<file path="src/rtl/rc_pkg.sv">
package rc_pkg;
  localparam int RC_STAGES = 13;
  typedef logic [RC_STAGES-1:0] rc_state_t;

  // One register step: feedback from the masked bits enters at the top,
  // everything moves one place toward bit 0.
  function automatic rc_state_t rc_step(input rc_state_t s, input rc_state_t taps);
    logic fb;
    fb = ^(s & taps);
    return {fb, s[RC_STAGES-1:1]};
  endfunction

  // Chip value from the two output stages.
  function automatic logic rc_chip(input rc_state_t a, input rc_state_t b);
    return a[0] ^ b[0];
  endfunction
endpackage

</file>
<file path="src/rtl/rc_lfsr.sv">
module rc_lfsr
  import rc_pkg::*;
#(
  parameter rc_state_t TAPS = 13'h001B
) (
  input  logic      clk,
  input  logic      rst_n,
  input  logic      advance,
  input  logic      load,
  input  rc_state_t load_val,
  output rc_state_t state
);
  rc_state_t next_state;

  always_comb begin
    next_state = state;
    if (!rst_n || load) next_state = load_val;
    else if (advance)   next_state = rc_step(state, TAPS);
  end

  always_ff @(posedge clk) state <= next_state;

  assert_hold_R2: assert property (@(posedge clk) disable iff (!rst_n)
    (!advance && !load) |=> $stable(state));

  assert_load_R6: assert property (@(posedge clk) disable iff (!rst_n)
    load |=> state == $past(load_val));
endmodule

</file>
<file path="src/rtl/rc_epoch_counter.sv">
module rc_epoch_counter #(
  parameter int CODE_LEN = 10230,
  parameter int XA_SHORT = 8190
) (
  input  logic clk,
  input  logic rst_n,
  input  logic advance,
  output logic code_last,
  output logic xa_last
);
  localparam int CW = $clog2(CODE_LEN);
  localparam logic [CW-1:0] LAST_IDX = CW'(CODE_LEN - 1);
  localparam logic [CW-1:0] XA_IDX   = CW'(XA_SHORT - 1);

  logic [CW-1:0] cnt;

  assign code_last = (cnt == LAST_IDX);
  assign xa_last   = (cnt == XA_IDX);

  always_ff @(posedge clk) begin
    if (!rst_n)          cnt <= '0;
    else if (advance)    cnt <= code_last ? '0 : cnt + 1'b1;
  end

  assert_wrap_R7: assert property (@(posedge clk) disable iff (!rst_n)
    (advance && code_last) |=> cnt == '0);

  assert_step_R7: assert property (@(posedge clk) disable iff (!rst_n)
    (advance && !code_last) |=> cnt == $past(cnt) + 1'b1);

  assert_idle_R2: assert property (@(posedge clk) disable iff (!rst_n)
    !advance |=> $stable(cnt));
endmodule

</file>
<file path="src/rtl/rc_code_gen.sv">
module rc_code_gen
  import rc_pkg::*;
#(
  parameter int        CODE_LEN = 10230,
  parameter int        XA_SHORT = 8190,
  parameter rc_state_t XA_TAPS  = 13'h001B,
  parameter rc_state_t XB_TAPS  = 13'h16E3
) (
  input  logic        clk,
  input  logic        rst_n,
  input  logic        chip_en,
  input  logic        q_sel,
  input  logic [12:0] start_i,
  input  logic [12:0] start_q,
  output logic        chip,
  output logic        epoch
);
  localparam rc_state_t ALL_ONES = '1;

  rc_state_t xa_state, xb_state, xb_pick;
  logic      code_last, xa_last;
  logic      xa_reload, xb_reload;

  assign xb_pick   = q_sel ? start_q : start_i;
  assign xa_reload = chip_en && (xa_last || code_last);
  assign xb_reload = chip_en && code_last;

  rc_epoch_counter #(.CODE_LEN(CODE_LEN), .XA_SHORT(XA_SHORT)) u_cnt (
    .clk(clk), .rst_n(rst_n), .advance(chip_en),
    .code_last(code_last), .xa_last(xa_last)
  );

  rc_lfsr #(.TAPS(XA_TAPS)) u_xa (
    .clk(clk), .rst_n(rst_n), .advance(chip_en), .load(xa_reload),
    .load_val(ALL_ONES), .state(xa_state)
  );

  rc_lfsr #(.TAPS(XB_TAPS)) u_xb (
    .clk(clk), .rst_n(rst_n), .advance(chip_en), .load(xb_reload),
    .load_val(xb_pick), .state(xb_state)
  );

  assign chip  = rc_chip(xa_state, xb_state);
  assign epoch = xb_reload;

  assert_xa_restart_R5: assert property (@(posedge clk) disable iff (!rst_n)
    xa_reload |=> xa_state == ALL_ONES);

  assert_xb_select_R8: assert property (@(posedge clk) disable iff (!rst_n)
    xb_reload |=> xb_state == $past(q_sel ? start_q : start_i));

  assert_chip_hold_R2: assert property (@(posedge clk) disable iff (!rst_n)
    !chip_en |=> $stable(chip));

  assert_epoch_quiet_R7: assert property (@(posedge clk) disable iff (!rst_n)
    !chip_en |-> !epoch);
endmodule

</file>
<file path="config.mk">
export PLATFORM = sky130hd
export DESIGN_NAME = rc_code_gen
export DESIGN_NICKNAME = d
export VERILOG_FILES = /design/src/rtl/rc_pkg.sv /design/src/rtl/rc_lfsr.sv /design/src/rtl/rc_epoch_counter.sv /design/src/rtl/rc_code_gen.sv
export SDC_FILE = /design/constraint.sdc
export NUM_CORES = 1
export LEC_CHECK = 0
export ABC_AREA = 1
export CORE_UTILIZATION = 40
export CTS_CLUSTER_DIAMETER = 150
export DETAILED_ROUTE_END_ITERATION = 10
export PLACE_DENSITY = 0.71
export SETUP_SLACK_MARGIN = 0.02
export SLEW_MARGIN = 20
export SYNTH_ARGS = -nofsm -noshare
export SYNTH_HDL_FRONTEND = slang
export SYNTH_SLANG_ARGS = --single-unit
</file>
<file path="constraint.sdc">
create_clock -name clk -period 3.95 [get_ports clk]
set_input_delay 0.395 -clock clk [delete_from_list [all_inputs] [get_ports clk]]
set_output_delay 0.395 -clock clk [all_outputs]
set_load 0.005 [all_outputs]
</file>
# After elaboration in Yosys (flattened, before gate mapping)
# Cells that the tools add are included.
# op_classes
addsub,1
n_reduce_logical,9
eq_ne,2
n_mux,4
bitwise,1
# op_table
operator,count
two-way mux 13 bit,3
parity 13 bit,2
adder 14 x 1 -> 14 bit (second input constant),1
== test 14 x 13 -> 1 bit (second input constant),1
== test 14 bit (second input constant),1
two-way mux 14 bit,1
logical OR 1 bit,3
logical AND 1 bit,2
nonzero test 2 bit,1
logical NOT 1 bit,1
bitwise XOR 1 bit,1
# totals
regBits,40
word_cells,20
inputBits,30
out_inout_bits,2

# Longest topological paths before layout
# Gate-level depths: netlist of the first run.
# depth
depth_word,4
mapped_depth,10

# Hierarchy
# From an unflattened synthesis of the first run, not the netlist that was laid out.
# unflattened
cells_unflattened,313
hier_area_um2,2307.2
# modules_own_cells
mod,instances,cells_each,area_per_inst_um2,seq_area_each_um2
rc_epoch_counter,1,110,783.3,280.3
rc_lfsr (u_xb),1,78,680.7,390.4
rc_lfsr (u_xa),1,73,636.9,390.4
rc_code_gen,1,52,206.4,0.0

# Worst setup path after synthesis of the first run
# No wires, ideal clock.
# synth_path
kind,reg-to-reg
start,reg u_cnt.cnt[8]
end,reg u_xb.state[0] (enable)
required_ns,3.594
path_slack_ns,2.245
stages_incl_launch_ff,8
setup_time_ns,0.356
t_arrival_ns,1.350
cell_sequence,dfxtp_1 inv_2 nor2_2 nand4_2 nor2_2 nor2_2 buf_6 nand2_1
# synth_between
elab_chain_cells,4
# synth_lines
item,line_no,rtl
start: declaration,rc_epoch_counter.sv:15,logic [CW-1:0] cnt;
start signal: assignment,rc_epoch_counter.sv:22,else if (advance) cnt <= code_last ? '0 : cnt + 1'b1;
== test 14 bit,rc_epoch_counter.sv:17,assign code_last = (cnt == LAST_IDX);
logical AND 1 bit,rc_code_gen.sv:26,assign xb_reload = chip_en && code_last;
named net epoch,rc_code_gen.sv:16,output logic epoch
logical OR 1 bit,rc_lfsr.sv:17,if (!rst_n || load) next_state = load_val;
nonzero test 2 bit (no line),n/a,
end signal: assignment,rc_lfsr.sv:21,always_ff @(posedge clk) state <= next_state;
end: declaration,rc_lfsr.sv:11,output rc_state_t state
# The timed path passes the listed nets, and every way through them passes these cells.
# A chain may end at the register's enable or synchronous reset.

# Final worst setup path of the first run
# layout_path
start,in chip_en
end,out epoch
# layout_between
elab_chain_cells,1
# layout_lines
item,line_no,rtl
start: declaration,rc_code_gen.sv:11,"input logic chip_en,"
logical AND 1 bit,rc_code_gen.sv:26,
end: declaration,rc_code_gen.sv:16,
# Every way passes these cells.

==> flow_summary.rst, run 1 <==
.. list-table::
   :header-rows: 1

   * - Metric
     - Value
   * - Outcome
     - finished, final reports clean
   * - Most used standard cell by instance count after synthesis
     - sky130_fd_sc_hd__nand2_1
   * - Path type of the worst min-delay path
     - reg2reg
   * - Routed length per instance
     - around 10 um
   * - Setup Buffers After CTS
     - 0
   * - Leading post-synthesis cells by cell area
     - sky130_fd_sc_hd__dfxtp_1 26%, sky130_fd_sc_hd__edfxtp_1 19%, sky130_fd_sc_hd__nand2_1 14%
   * - Initial core utilization
     - 41.5%
   * - Clock skew after layout
     - 5.01 ps
   * - Count of different cell masters after synthesis
     - 31
   * - Clock tree from TritonCTS
     - yes
   * - Post-synth top area cell
     - sky130_fd_sc_hd__dfxtp_1
   * - Residual overflow from global routing
     - 0
   * - Sink count of the clock tree
     - 40
   * - Power spent charging and discharging nets
     - 209 uW
   * - Final antenna diode count
     - 0
   * - Top FF cell, synth
     - sky130_fd_sc_hd__dfxtp_1
   * - Required @ worst endpoint
     - roughly 3600 ps
   * - Core Area
     - 5070 sq um
   * - Chip height
     - around 75 um
   * - Skew-Pair Late Insertion Delay
     - 290 ps
   * - DRT antenna net count
     - 0
   * - Share of synthesized flip-flops with an asynchronous set or reset
     - 0%
   * - Register area
     - 931 sq um
   * - Post-detailed-routing wire length
     - 3740 um
   * - First-pass GRT wire length
     - 6570 um
   * - Count of non-filler cells in the finished layout
     - 357
   * - Crit path from
     - chip_en
   * - Count of hold buffers inserted by post-cts repair
     - 0
   * - Wire length on met3
     - 187 um
   * - Part of the power in registers
     - 53.7%
   * - Number of max-capacitance violations reported
     - 0
   * - Placed Cells incl. Taps
     - around 350
   * - CP endpoint
     - epoch
   * - Gate Count Post-Synth
     - 256
   * - P_leak
     - 1.06 nW
   * - Count of boundary I/O pins
     - 32
   * - Synth Register Bits
     - 40
   * - Number of synthesized flops with an enable pin
     - 13
   * - Worst relative slew slack
     - between 50% and 60%
   * - Met1 routed wirelength after detailed routing
     - roughly 1700 um
   * - Maximum number of pins on one net before global-route repair
     - 32
   * - Number of DRC violations after detailed routing
     - 0
   * - Worst r2r path cells
     - 6
   * - Overall track demand over capacity in global routing
     - 15.8%
   * - Quantity of gates resized following cts
     - 0
   * - Uppermost layer routed
     - met4
   * - Flop2flop setup slack
     - about 2200 ps
   * - Fraction of power consumed by combinational cells
     - 14.9%
   * - Final-report max-slew violation count
     - 0
   * - Total nets after synthesis
     - 288
   * - Fraction of layout cells with a size suffix above 1
     - 11.5%
   * - Clock Tree Buf Depth
     - 2
   * - Die Outline Area
     - 5560 sq um
   * - Critical path class
     - in2out
   * - CP startpoint kind
     - input pin
   * - Total standard cell area after synthesis
     - ~2100 sq um
   * - Die Width
     - around 75 um
   * - CTS root buf
     - sky130_fd_sc_hd__clkbuf_8
   * - Power per unit of standard cell area
     - approximately 340 nW/um^2
   * - Sequential cell area fraction in the yosys report
     - 44.2%
   * - Via count of the first global-routing pass
     - between 1500 and 2000
   * - Final setup vio count
     - 0
   * - Switching part of the total power
     - between 20% and 30%
   * - Post-Route Setup TNS
     - 0 ps
   * - Met2 wirelength from detailed routing
     - roughly 1800 um
   * - Synthesis-to-finish area growth
     - 20.5%
   * - FF-to-FF Start
     - u_cnt.cnt[4]$_SDFFE_PN0P_
   * - Post-layout min period
     - roughly 2700 ps
   * - Reg2Reg Capture Point
     - u_xb.state[0]$_DFFE_PP_
   * - Total half-perimeter wirelength after legalization and detailed placement
     - 2820 um
   * - Largest fanout on the critical path
     - 23
   * - # nets final
     - 318
   * - Total area of multi-input combinational cells
     - between 1000 and 1500 sq um
   * - Warning count from the yosys run
     - 0
   * - Slew @ Worst Pin
     - 728 ps
   * - Max Clock Freq
     - 367 MHz
   * - CTS H-tree depth
     - 2
   * - RSZ-0062 raised after global routing
     - no
   * - Cts bufs inserted
     - 5
   * - PnR Total Power
     - 864 uW
   * - Internal Dissipation
     - between 600 and 700 uW
   * - Number of fill cells in the layout
     - 516
   * - Number of DRC violations after detailed-routing iteration 0
     - 49
   * - Vias
     - between 1500 and 2000
   * - Critical Path End Type
     - output pin
   * - Final Cycle Share
     - 68.9%
   * - Final GP Congestion
     - 0.776
   * - Proportion of power drawn by the clock network
     - 31.4%
   * - Yosys top cell area share
     - 25.7%
   * - Mean instance size in the synthesized netlist
     - a little over 8 sq um
   * - Clock-pin transition on the worst setup and hold timing paths
     - 70 ps
   * - Crit path DAT
     - 2330 ps
   * - Max IR drop VDD
     - about 0.00025 V
   * - Port buffer count
     - 31
   * - Final hold violation count
     - 0
   * - Number of antenna violations at the first check in global routing
     - 0
   * - Detailed-route vias per instance
     - 4.64
   * - Floorplan row count
     - 26
   * - Cell types with the highest counts after synthesis
     - 80 x sky130_fd_sc_hd__nand2_1, 27 x sky130_fd_sc_hd__dfxtp_1, 24 x sky130_fd_sc_hd__inv_1
   * - 1st-pass router iterations
     - 4
[flip-flops by register name, indices dropped and copies added (netlist names)]
name,count
u_cnt.cnt,14
u_xb.state,13
u_xa.state,13
[cell type report]
class / count / share of cell area [%]
clock buffer: 6 / 3.25
clock inverter: 2 / 0.394
inverter: 25 / 3.70
multi-input combinational: 182 / 40.0
sequential: 40 / 36.7
tap: 70 / 3.45
timing repair buffer: 32 / 12.5
[worst min-delay path by stage]
| stage | start | endpoint | slack [ps] | depth (start not counted) |
|---|---|---|---|---|
| global route | u_cnt.cnt[10]$_SDFFE_PN0P_ | u_cnt.cnt[10]$_SDFFE_PN0P_ | 500 | 2 |
| finish | u_cnt.cnt[10]$_SDFFE_PN0P_ | u_cnt.cnt[10]$_SDFFE_PN0P_ | 470 | 2 |
| detailed placement | u_xa.state[7]$_SDFFE_PP1P_ | u_xa.state[7]$_SDFFE_PP1P_ | 460 | 2 |
| floorplan | u_cnt.cnt[10]$_SDFFE_PN0P_ | u_cnt.cnt[10]$_SDFFE_PN0P_ | 430 | 2 |
| CTS | u_cnt.cnt[10]$_SDFFE_PN0P_ | u_cnt.cnt[10]$_SDFFE_PN0P_ | 470 | 2 |
| global placement | u_cnt.cnt[10]$_SDFFE_PN0P_ | u_cnt.cnt[10]$_SDFFE_PN0P_ | 450 | 2 |
[critical path: stages]
cell                              delay, ps
sky130_fd_sc_hd__clkdlybuf4s50_1        930
sky130_fd_sc_hd__nand2_1                100
sky130_fd_sc_hd__inv_1                   90
sky130_fd_sc_hd__nand4_2                140
sky130_fd_sc_hd__nor2_2                 150
sky130_fd_sc_hd__clkdlybuf4s50_1        510
[cell families (layout without fill, tap and decap cells)]
kind of cell | count (synthesis) | after routing | synth area share, %
AND/OR/NAND/NOR | 123 | 123 | 25.1
flip-flops | 40 | 40 | 44.2
buffers and inverters | 34 | 65 | 7.60
AO/OA/AOI/OAI | 32 | 32 | 10.6
multiplexers | 14 | 14 | 6.71
XOR/XNOR | 11 | 11 | 4.57
adder cells (fa/ha/maj) | 2 | 2 | 1.19
[power by group through the flow]
| stage | Sequential, mW | Clock (mW) | Combinational, mW |
|---|---|---|---|
| floorplan | 0.469 | 0 | 0.0884 |
| global placement | 0.473 | 0 | 0.127 |
| detailed placement | 0.473 | 0 | 0.131 |
| CTS | 0.464 | 0.287 | 0.131 |
| global route | 0.467 | 0.296 | 0.147 |
| finish | 0.464 | 0.272 | 0.129 |
[through the flow]
step	utilization (%)	worst slack [ps]	hold slack, ps	area, sq um
detailed placement	48.2	1210	458	2450
finish	50.0	1230	470	2540
CTS	50.0	1210	472	2540
floorplan	-	2240	434	2110
global placement	48.2	1210	448	2450
global route	50.0	1050	497	2540
[cell usage in the layout (no fill, tap or decap), drive strengths merged, types with 2 or more instances in the layout]
cell	count
a21oi	2
nand2	81
inv	25
edfxtp	13
dfxtp	27
nand4	3
ha	2
clkdlybuf4s50	31
nor2	25
nand3	9
xor2	9
mux2i	13
clkinv	2
a31oi	2
clkbuf	6
xnor2	2
o21ai	27
[metal layers]
metal  global-route usage, %  vias to the layer above
li1                        -                      876
met1                    18.3                      741
met2                    27.8                       33
met3                    3.79                        5
met4                    6.50                        0
met5                       0                        -
Note: power is estimated with default switching activity, not from simulation.
==> run 2, diff against run 1 <==
==> constraint.sdc (replaced) <==
create_clock -name clk -period 2.75 [get_ports clk]
set_input_delay 0.275 -clock clk [delete_from_list [all_inputs] [get_ports clk]]
set_output_delay 0.275 -clock clk [all_outputs]
set_load 0.005 [all_outputs]
==> flow_summary.rst, run 2 (synthesis results as in run 1) <==
.. list-table::
   :header-rows: 1

   * - Metric
     - Value
   * - Outcome
     - finished, final reports clean
   * - Max IR drop VDD
     - 0.000281 V (+14%)
   * - Flip-flop count of the largest register after layout
     - 14 (unchanged)
   * - DRT antenna net count
     - 0 (unchanged)
   * - PnR Total Power
     - 1.22 mW (+42%)
   * - CTS H-tree depth
     - 2 (unchanged)
   * - Clock tree from TritonCTS
     - yes
   * - Post-layout min period
     - 2000 ps
   * - Final-report max-slew violation count
     - 0 (unchanged)
   * - Maximum number of pins on one net before global-route repair
     - 32 (unchanged)
   * - Most common library cell in the layout ignoring fill and taps
     - sky130_fd_sc_hd__nand2_1
   * - Initial core utilization
     - 41.5% (unchanged)
   * - Number of DRC violations after detailed-routing iteration 0
     - 60 (+22%)
   * - Power per unit of standard cell area
     - 481 nW/um^2 (+41%)
   * - Detailed-route vias per instance
     - 4.64 (+0.16%)
   * - Path type of the worst min-delay path
     - reg2reg
   * - Worst r2r path cells
     - 6 (unchanged)
   * - Final antenna diode count
     - 0 (unchanged)
   * - Largest register by flop count
     - u_cnt.cnt
   * - Flop2flop setup slack
     - 990 ps (-1210 ps)
   * - Setup Buffers After CTS
     - 0 (unchanged)
   * - Commonest cells after routing, fill and taps aside
     - 80 x sky130_fd_sc_hd__nand2_1, 31 x sky130_fd_sc_hd__clkdlybuf4s50_1, 27 x sky130_fd_sc_hd__dfxtp_1
   * - Number of DRC violations after detailed routing
     - 0 (unchanged)
   * - First-pass GRT wire length
     - 6560 um (-0.11%)
   * - Required @ worst endpoint
     - 2480 ps (-1080 ps)
   * - Vias
     - 1667 (+0.73%)
   * - Share of the core filled with cells
     - 50.1% (+0.074 points)
   * - Crit path from
     - u_cnt.cnt[8]$_SDFFE_PN0P_
   * - Post-detailed-routing wire length
     - 3910 um (+4.5%)
   * - CTS root buf
     - sky130_fd_sc_hd__clkbuf_8
   * - CP endpoint
     - epoch
   * - Port buffer count
     - 31 (unchanged)
   * - Clock-pin transition on the worst setup and hold timing paths
     - 80 ps (about the same)
   * - Number of max-capacitance violations reported
     - 0 (unchanged)
   * - Largest fanout on the critical path
     - 6 (-74%)
   * - Via count of the first global-routing pass
     - 1593 (+2.6%)
   * - Die Outline Area
     - 5560 sq um (unchanged)
   * - Crit path DAT
     - 1730 ps (-600 ps)
   * - Number of antenna violations at the first check in global routing
     - 0 (unchanged)
   * - Final setup vio count
     - 0 (unchanged)
   * - Residual overflow from global routing
     - 0 (unchanged)
   * - Count of hold buffers inserted by post-cts repair
     - 0 (unchanged)
   * - Final hold violation count
     - 0 (unchanged)
   * - Overall track demand over capacity in global routing
     - 15.9% (+0.14 points)
   * - Count of boundary I/O pins
     - 32 (unchanged)
   * - Final GP Congestion
     - 0.783 (+0.80%)
   * - Pre-CTS setup slack
     - 641 ps (-572 ps)
   * - Slew @ Worst Pin
     - 565 ps (-163 ps)
   * - Count of non-filler cells in the finished layout
     - 359 (+0.56%)
   * - Die Width
     - 74.6 um (unchanged)
   * - Fraction of layout cells with a size suffix above 1
     - 11.4% (-0.080 points)
   * - P_leak
     - 1.06 nW (about the same)
   * - Chip height
     - 74.6 um (unchanged)
   * - Sink count of the clock tree
     - 40 (unchanged)
   * - Total half-perimeter wirelength after legalization and detailed placement
     - 2900 um (+2.8%)
   * - Critical path class
     - reg2out
   * - # nets final
     - 320 (+0.63%)
   * - 1st-pass router iterations
     - 4 (unchanged)
   * - Clock skew after layout
     - 6.73 ps (+1.72 ps)
   * - CP startpoint kind
     - register
   * - Post-Route Setup TNS
     - 0 ps (unchanged)
   * - Worst relative slew slack
     - 62.2% (+11 points)
   * - Skew-Pair Late Insertion Delay
     - 290 ps (about the same)
   * - RSZ-0062 raised after global routing
     - no
   * - Critical Path End Type
     - output pin
   * - Reg2Reg Capture Point
     - u_xb.state[0]$_DFFE_PP_
   * - Number of fill cells in the layout
     - 500 (-3.1%)
   * - Core Area
     - 5070 sq um (unchanged)
   * - Cts bufs inserted
     - 5 (unchanged)
   * - FF-to-FF Start
     - u_cnt.cnt[8]$_SDFFE_PN0P_
   * - Synthesis-to-finish area growth
     - 20.7%
   * - Final Cycle Share
     - 72.8%
   * - Quantity of gates resized following cts
     - 0 (unchanged)
   * - Worst setup slack after layout
     - 749 ps (-480 ps)
   * - Placed Cells incl. Taps
     - 351 (+0.57%)
   * - Routed length per instance
     - 10.9 um (+3.9%)
   * - Biggest registers after layout
     - u_cnt.cnt (14), u_xa.state (13), u_xb.state (13)
   * - Clock Tree Buf Depth
     - 2 (unchanged)
   * - Floorplan row count
     - 26 (unchanged)
   * - Max Clock Freq
     - 500 MHz
[run 2: how the worst min path moves through the flow]
stage	from	end	slack (ps)	cells past startpoint
after floorplan	rst_n	u_cnt.cnt[12]$_SDFFE_PN0P_	420	2
after global placement	u_cnt.cnt[7]$_SDFFE_PN0P_	u_cnt.cnt[7]$_SDFFE_PN0P_	450	2
after detailed placement	u_cnt.cnt[10]$_SDFFE_PN0P_	u_cnt.cnt[10]$_SDFFE_PN0P_	450	2
after CTS	u_cnt.cnt[10]$_SDFFE_PN0P_	u_cnt.cnt[10]$_SDFFE_PN0P_	470	2
after global routing	u_cnt.cnt[10]$_SDFFE_PN0P_	u_cnt.cnt[10]$_SDFFE_PN0P_	490	2
final	u_cnt.cnt[7]$_SDFFE_PN0P_	u_cnt.cnt[7]$_SDFFE_PN0P_	460	2
[run 2: layer usage]
| metal | share of wire [%] | routed length (um) | vias to the layer above | track usage (%) |
|---|---|---|---|---|
| li1 | - | - | 883 | - |
| met1 | 46 | 1790 | 755 | 17.9 |
| met2 | 49 | 1920 | 25 | 28.3 |
| met3 | 3.8 | 149 | 4 | 3.25 |
| met4 | 1.4 | 55 | 0 | 8.18 |
| met5 | 0 | 0 | - | 0 |
[run 2: cell type report]
type / count / area, sq um / share of cell area [%]
Multi-Input combinational cell: 182 / 1020 / 40.0
Sequential cell: 40 / 931 / 36.6
Timing Repair Buffer: 34 / 333 / 13.1
Inverter: 25 / 93.8 / 3.69
Tap cell: 70 / 87.6 / 3.44
Clock buffer: 7 / 76.3 / 3.00
Clock inverter: 1 / 5.00 / 0.197
[run 2: stage by stage]
stage / hold WS, ps / cell area, sq um
after floorplan: 425 / 2110
after global placement: 447 / 2460
after detailed placement: 454 / 2460
after CTS: 467 / 2540
after global routing: 492 / 2540
final: 465 / 2540
[run 2: critical path, cell delays in order (launching register included)]
cell	delay, ps
sky130_fd_sc_hd__dfxtp_1	440
sky130_fd_sc_hd__inv_2	50
sky130_fd_sc_hd__nor2_2	140
sky130_fd_sc_hd__nand4_2	130
sky130_fd_sc_hd__nor2_2	150
sky130_fd_sc_hd__clkdlybuf4s50_1	520
[run 2: power breakdown]
group	switching (mW)	internal (mW)	total [mW]	leakage [nW]
clock	0.193	0.178	0.371	0.0422
sequential	0.0205	0.646	0.666	0.355
combinational	0.0905	0.0965	0.187	0.662
total	0.304	0.920	1.22	1.06
==> run 3, diff against run 2 <==
==> constraint.sdc (replaced) <==
create_clock -name clk -period 1.9 [get_ports clk]
set_input_delay 0.19 -clock clk [delete_from_list [all_inputs] [get_ports clk]]
set_output_delay 0.19 -clock clk [all_outputs]
set_load 0.005 [all_outputs]
==> flow_summary.rst, run 3 (synthesis results as in run 1) <==
.. list-table::
   :header-rows: 1

   * - Metric
     - Value
   * - Post-detailed-routing wire length
     - 3960 um (+1.3%)
   * - Detailed-route vias per instance
     - 4.60 (-0.87%)
   * - Worst hold path stage count
     - 2 (unchanged)
   * - Max IR drop VDD
     - 0.000274 V (-2.7%)
   * - RSZ-0062 raised after global routing
     - no
   * - Die Width
     - 74.6 um (unchanged)
   * - Clock-pin transition on the worst setup and hold timing paths
     - 70 ps (about the same)
   * - Die Outline Area
     - 5560 sq um (unchanged)
   * - Maximum number of pins on one net before global-route repair
     - 26 (-19%)
   * - Power spent charging and discharging nets
     - 442 uW (+46%)
   * - Critical path class
     - reg2reg
   * - Skew-Pair Late Insertion Delay
     - 290 ps (about the same)
   * - Startpoint of the lowest-slack hold path
     - u_cnt.cnt[10]$_SDFFE_PN0P_
   * - Overall track demand over capacity in global routing
     - 16.0% (+0.086 points)
   * - Flip-flop count of the largest register after layout
     - 14 (unchanged)
   * - Register area
     - 941 sq um (+1.1%)
   * - Post-Route Setup TNS
     - 0 ps (unchanged)
   * - Residual overflow from global routing
     - 0 (unchanged)
   * - Core Area
     - 5070 sq um (unchanged)
   * - Clock tree from TritonCTS
     - yes
   * - Largest fanout on the critical path
     - 13 (+7)
   * - Sink count of the clock tree
     - 40 (unchanged)
   * - Critical Path End Type
     - register
   * - Power per unit of standard cell area
     - 672 nW/um^2 (+40%)
   * - P_leak
     - 1.14 nW (+7.2%)
   * - Crit path DAT
     - 1870 ps (+140 ps)
   * - Switching part of the total power
     - 24.7% (-0.066 points)
   * - Internal Dissipation
     - 1.34 mW (+46%)
   * - Floorplan row count
     - 26 (unchanged)
   * - Number of fill cells in the layout
     - 476 (-4.8%)
   * - Commonest cells after routing, fill and taps aside
     - 80 x sky130_fd_sc_hd__nand2_1, 30 x sky130_fd_sc_hd__clkdlybuf4s50_1, 24 x sky130_fd_sc_hd__inv_1
   * - Final antenna diode count
     - 0 (unchanged)
   * - Post-layout min period
     - 1630 ps
   * - Final GP Congestion
     - 0.778 (-0.58%)
   * - Clock skew after layout
     - 5.69 ps (-1.04 ps)
   * - Proportion of power drawn by the clock network
     - 30.0% (-0.3 points)
   * - Chip height
     - 74.6 um (unchanged)
   * - Count of non-filler cells in the finished layout
     - 368 (+2.5%)
   * - Total half-perimeter wirelength after legalization and detailed placement
     - 2880 um (-0.90%)
   * - Worst relative slew slack
     - 78.6% (+16 points)
   * - Final setup vio count
     - 0 (unchanged)
   * - Synthesis-to-finish area growth
     - 26.1%
   * - First-pass GRT wire length
     - 6690 um (+1.9%)
   * - DRT antenna net count
     - 0 (unchanged)
   * - Placed Cells incl. Taps
     - 357 (+1.7%)
   * - Vias
     - 1694 (+1.6%)
   * - Count of boundary I/O pins
     - 32 (unchanged)
   * - Cts bufs inserted
     - 5 (unchanged)
   * - Number of DRC violations after detailed-routing iteration 0
     - 60 (unchanged)
   * - Worst r2r path cells
     - 9 (+3)
   * - CTS root buf
     - sky130_fd_sc_hd__clkbuf_8
   * - FF-to-FF Start
     - u_cnt.cnt[9]$_SDFFE_PN0P_
   * - Required @ worst endpoint
     - 2130 ps (-350 ps)
   * - Most common library cell in the layout ignoring fill and taps
     - sky130_fd_sc_hd__nand2_1
   * - Minimum hold slack
     - 457 ps (-8.14 ps)
   * - Number of DRC violations after detailed routing
     - 0 (unchanged)
   * - Port buffer count
     - 31 (unchanged)
   * - Via count of the first global-routing pass
     - 1559 (-2.1%)
   * - Initial core utilization
     - 41.5% (unchanged)
   * - Reg2Reg Capture Point
     - u_xa.state[8]$_SDFFE_PP1P_
   * - Slew @ Worst Pin
     - 321 ps (-245 ps)
   * - 1st-pass router iterations
     - 4 (unchanged)
   * - Max Clock Freq
     - between 600 and 700 MHz
   * - Fraction of layout cells with a size suffix above 1
     - 16.8% (+5.4 points)
   * - # nets final
     - 329 (+2.8%)
   * - Routed length per instance
     - 10.8 um (-1.1%)
   * - Biggest registers after layout
     - u_cnt.cnt (14), u_xa.state (13), u_xb.state (13)
   * - Number of antenna violations at the first check in global routing
     - 0 (unchanged)
   * - Flop2flop setup slack
     - 270 ps (-720 ps)
   * - Part of the power in registers
     - 54.0% (-0.4 points)
   * - CTS H-tree depth
     - 2 (unchanged)
   * - Fraction of power consumed by combinational cells
     - 16.0% (+0.7 points)
   * - Path type of the worst min-delay path
     - reg2reg
   * - Total area of multi-input combinational cells
     - 1030 sq um (+0.99%)
   * - Clock Tree Buf Depth
     - 2 (unchanged)
   * - Number of max-capacitance violations reported
     - 0 (unchanged)
   * - CP startpoint kind
     - register
   * - Largest register by flop count
     - u_cnt.cnt
   * - Endpoint of the worst hold-timing path
     - u_cnt.cnt[10]$_SDFFE_PN0P_
   * - Final Cycle Share
     - 86.0%
   * - Outcome
     - finished, final reports clean
   * - Final-report max-slew violation count
     - 0 (unchanged)
   * - Crit path from
     - u_cnt.cnt[9]$_SDFFE_PN0P_
   * - Final hold violation count
     - 0 (unchanged)
## run 3: cell count changes in the layout (fill, tap and decap cells not counted)
cell,previous run,this run
sky130_fd_sc_hd__nor2_4,0,2
sky130_fd_sc_hd__buf_4,3,10
sky130_fd_sc_hd__clkdlybuf4s50_1,31,30
sky130_fd_sc_hd__nor2_2,4,2
sky130_fd_sc_hd__dfxtp_2,0,8
sky130_fd_sc_hd__buf_12,0,2
sky130_fd_sc_hd__dfxtp_1,27,19
sky130_fd_sc_hd__dlymetal6s2s_1,0,1
## run 3: power by group through the flow
stage / registers, mW / clock network, mW / logic, mW
after global routing: 0.973 / 0.591 / 0.319
after floorplan: 0.976 / 0 / 0.184
after CTS: 0.965 / 0.558 / 0.290
after global placement: 0.983 / 0 / 0.281
after detailed placement: 0.985 / 0 / 0.289
final: 0.965 / 0.536 / 0.285
## run 3: worst max-delay path: stages (launching register included)
cell	delay (ps)
sky130_fd_sc_hd__dfxtp_2	360
sky130_fd_sc_hd__nand2_1	90
sky130_fd_sc_hd__nor2_2	150
sky130_fd_sc_hd__nand4_2	130
sky130_fd_sc_hd__buf_4	160
sky130_fd_sc_hd__buf_4	130
sky130_fd_sc_hd__o21ai_4	270
sky130_fd_sc_hd__a21oi_2	50
sky130_fd_sc_hd__buf_4	190
sky130_fd_sc_hd__nand2_1	60
## run 3: final cells by class
type                    instances  area share [%]
repair buffers                 43            16.1
clock buffers                   7            2.87
clock inverters                 1           0.188
inverters                      25            3.53
well taps                      70            3.30
multi-input cells             182            38.6
flip-flops and latches         40            35.4
## run 3: how the worst max path moves through the flow
stage | endpoint | depth (start not counted)
detailed placement | epoch | 6
floorplan | u_xb.state[0]$_DFFE_PP_ | 7
finish | u_xa.state[8]$_SDFFE_PP1P_ | 9
global placement | epoch | 6
global route | u_xa.state[1]$_SDFFE_PP1P_ | 9
CTS | epoch | 5
## run 3: what timing repair did
action	in CTS	in global routing
setup endpoints to repair	1	1
gates resized for setup	3	8
hold buffers	0	0
pin swaps	1	2
setup buffers	1	2
## run 3: routing by layer
| layer | vias to the layer above | track usage, % | share of wire [%] |
|---|---|---|---|
| met2 | 30 | 27.2 | 48 |
| met3 | 5 | 4.20 | 5.0 |
| met4 | 0 | 6.29 | 1.4 |
| met1 | 755 | 19.3 | 45 |
| li1 | 904 | - | - |
| met5 | - | 0 | 0 |
## run 3: metrics by stage
stage                     util [%]  area, sq um  power [mW]  setup WS (ps)
after floorplan                  -         2110        1.16            195
after global placement        49.9         2530        1.26            105
after detailed placement      49.9         2530        1.27           95.7
after CTS                     51.8         2630        1.81           21.3
after global routing          52.4         2660        1.88            159
final                         52.4         2660        1.79            266
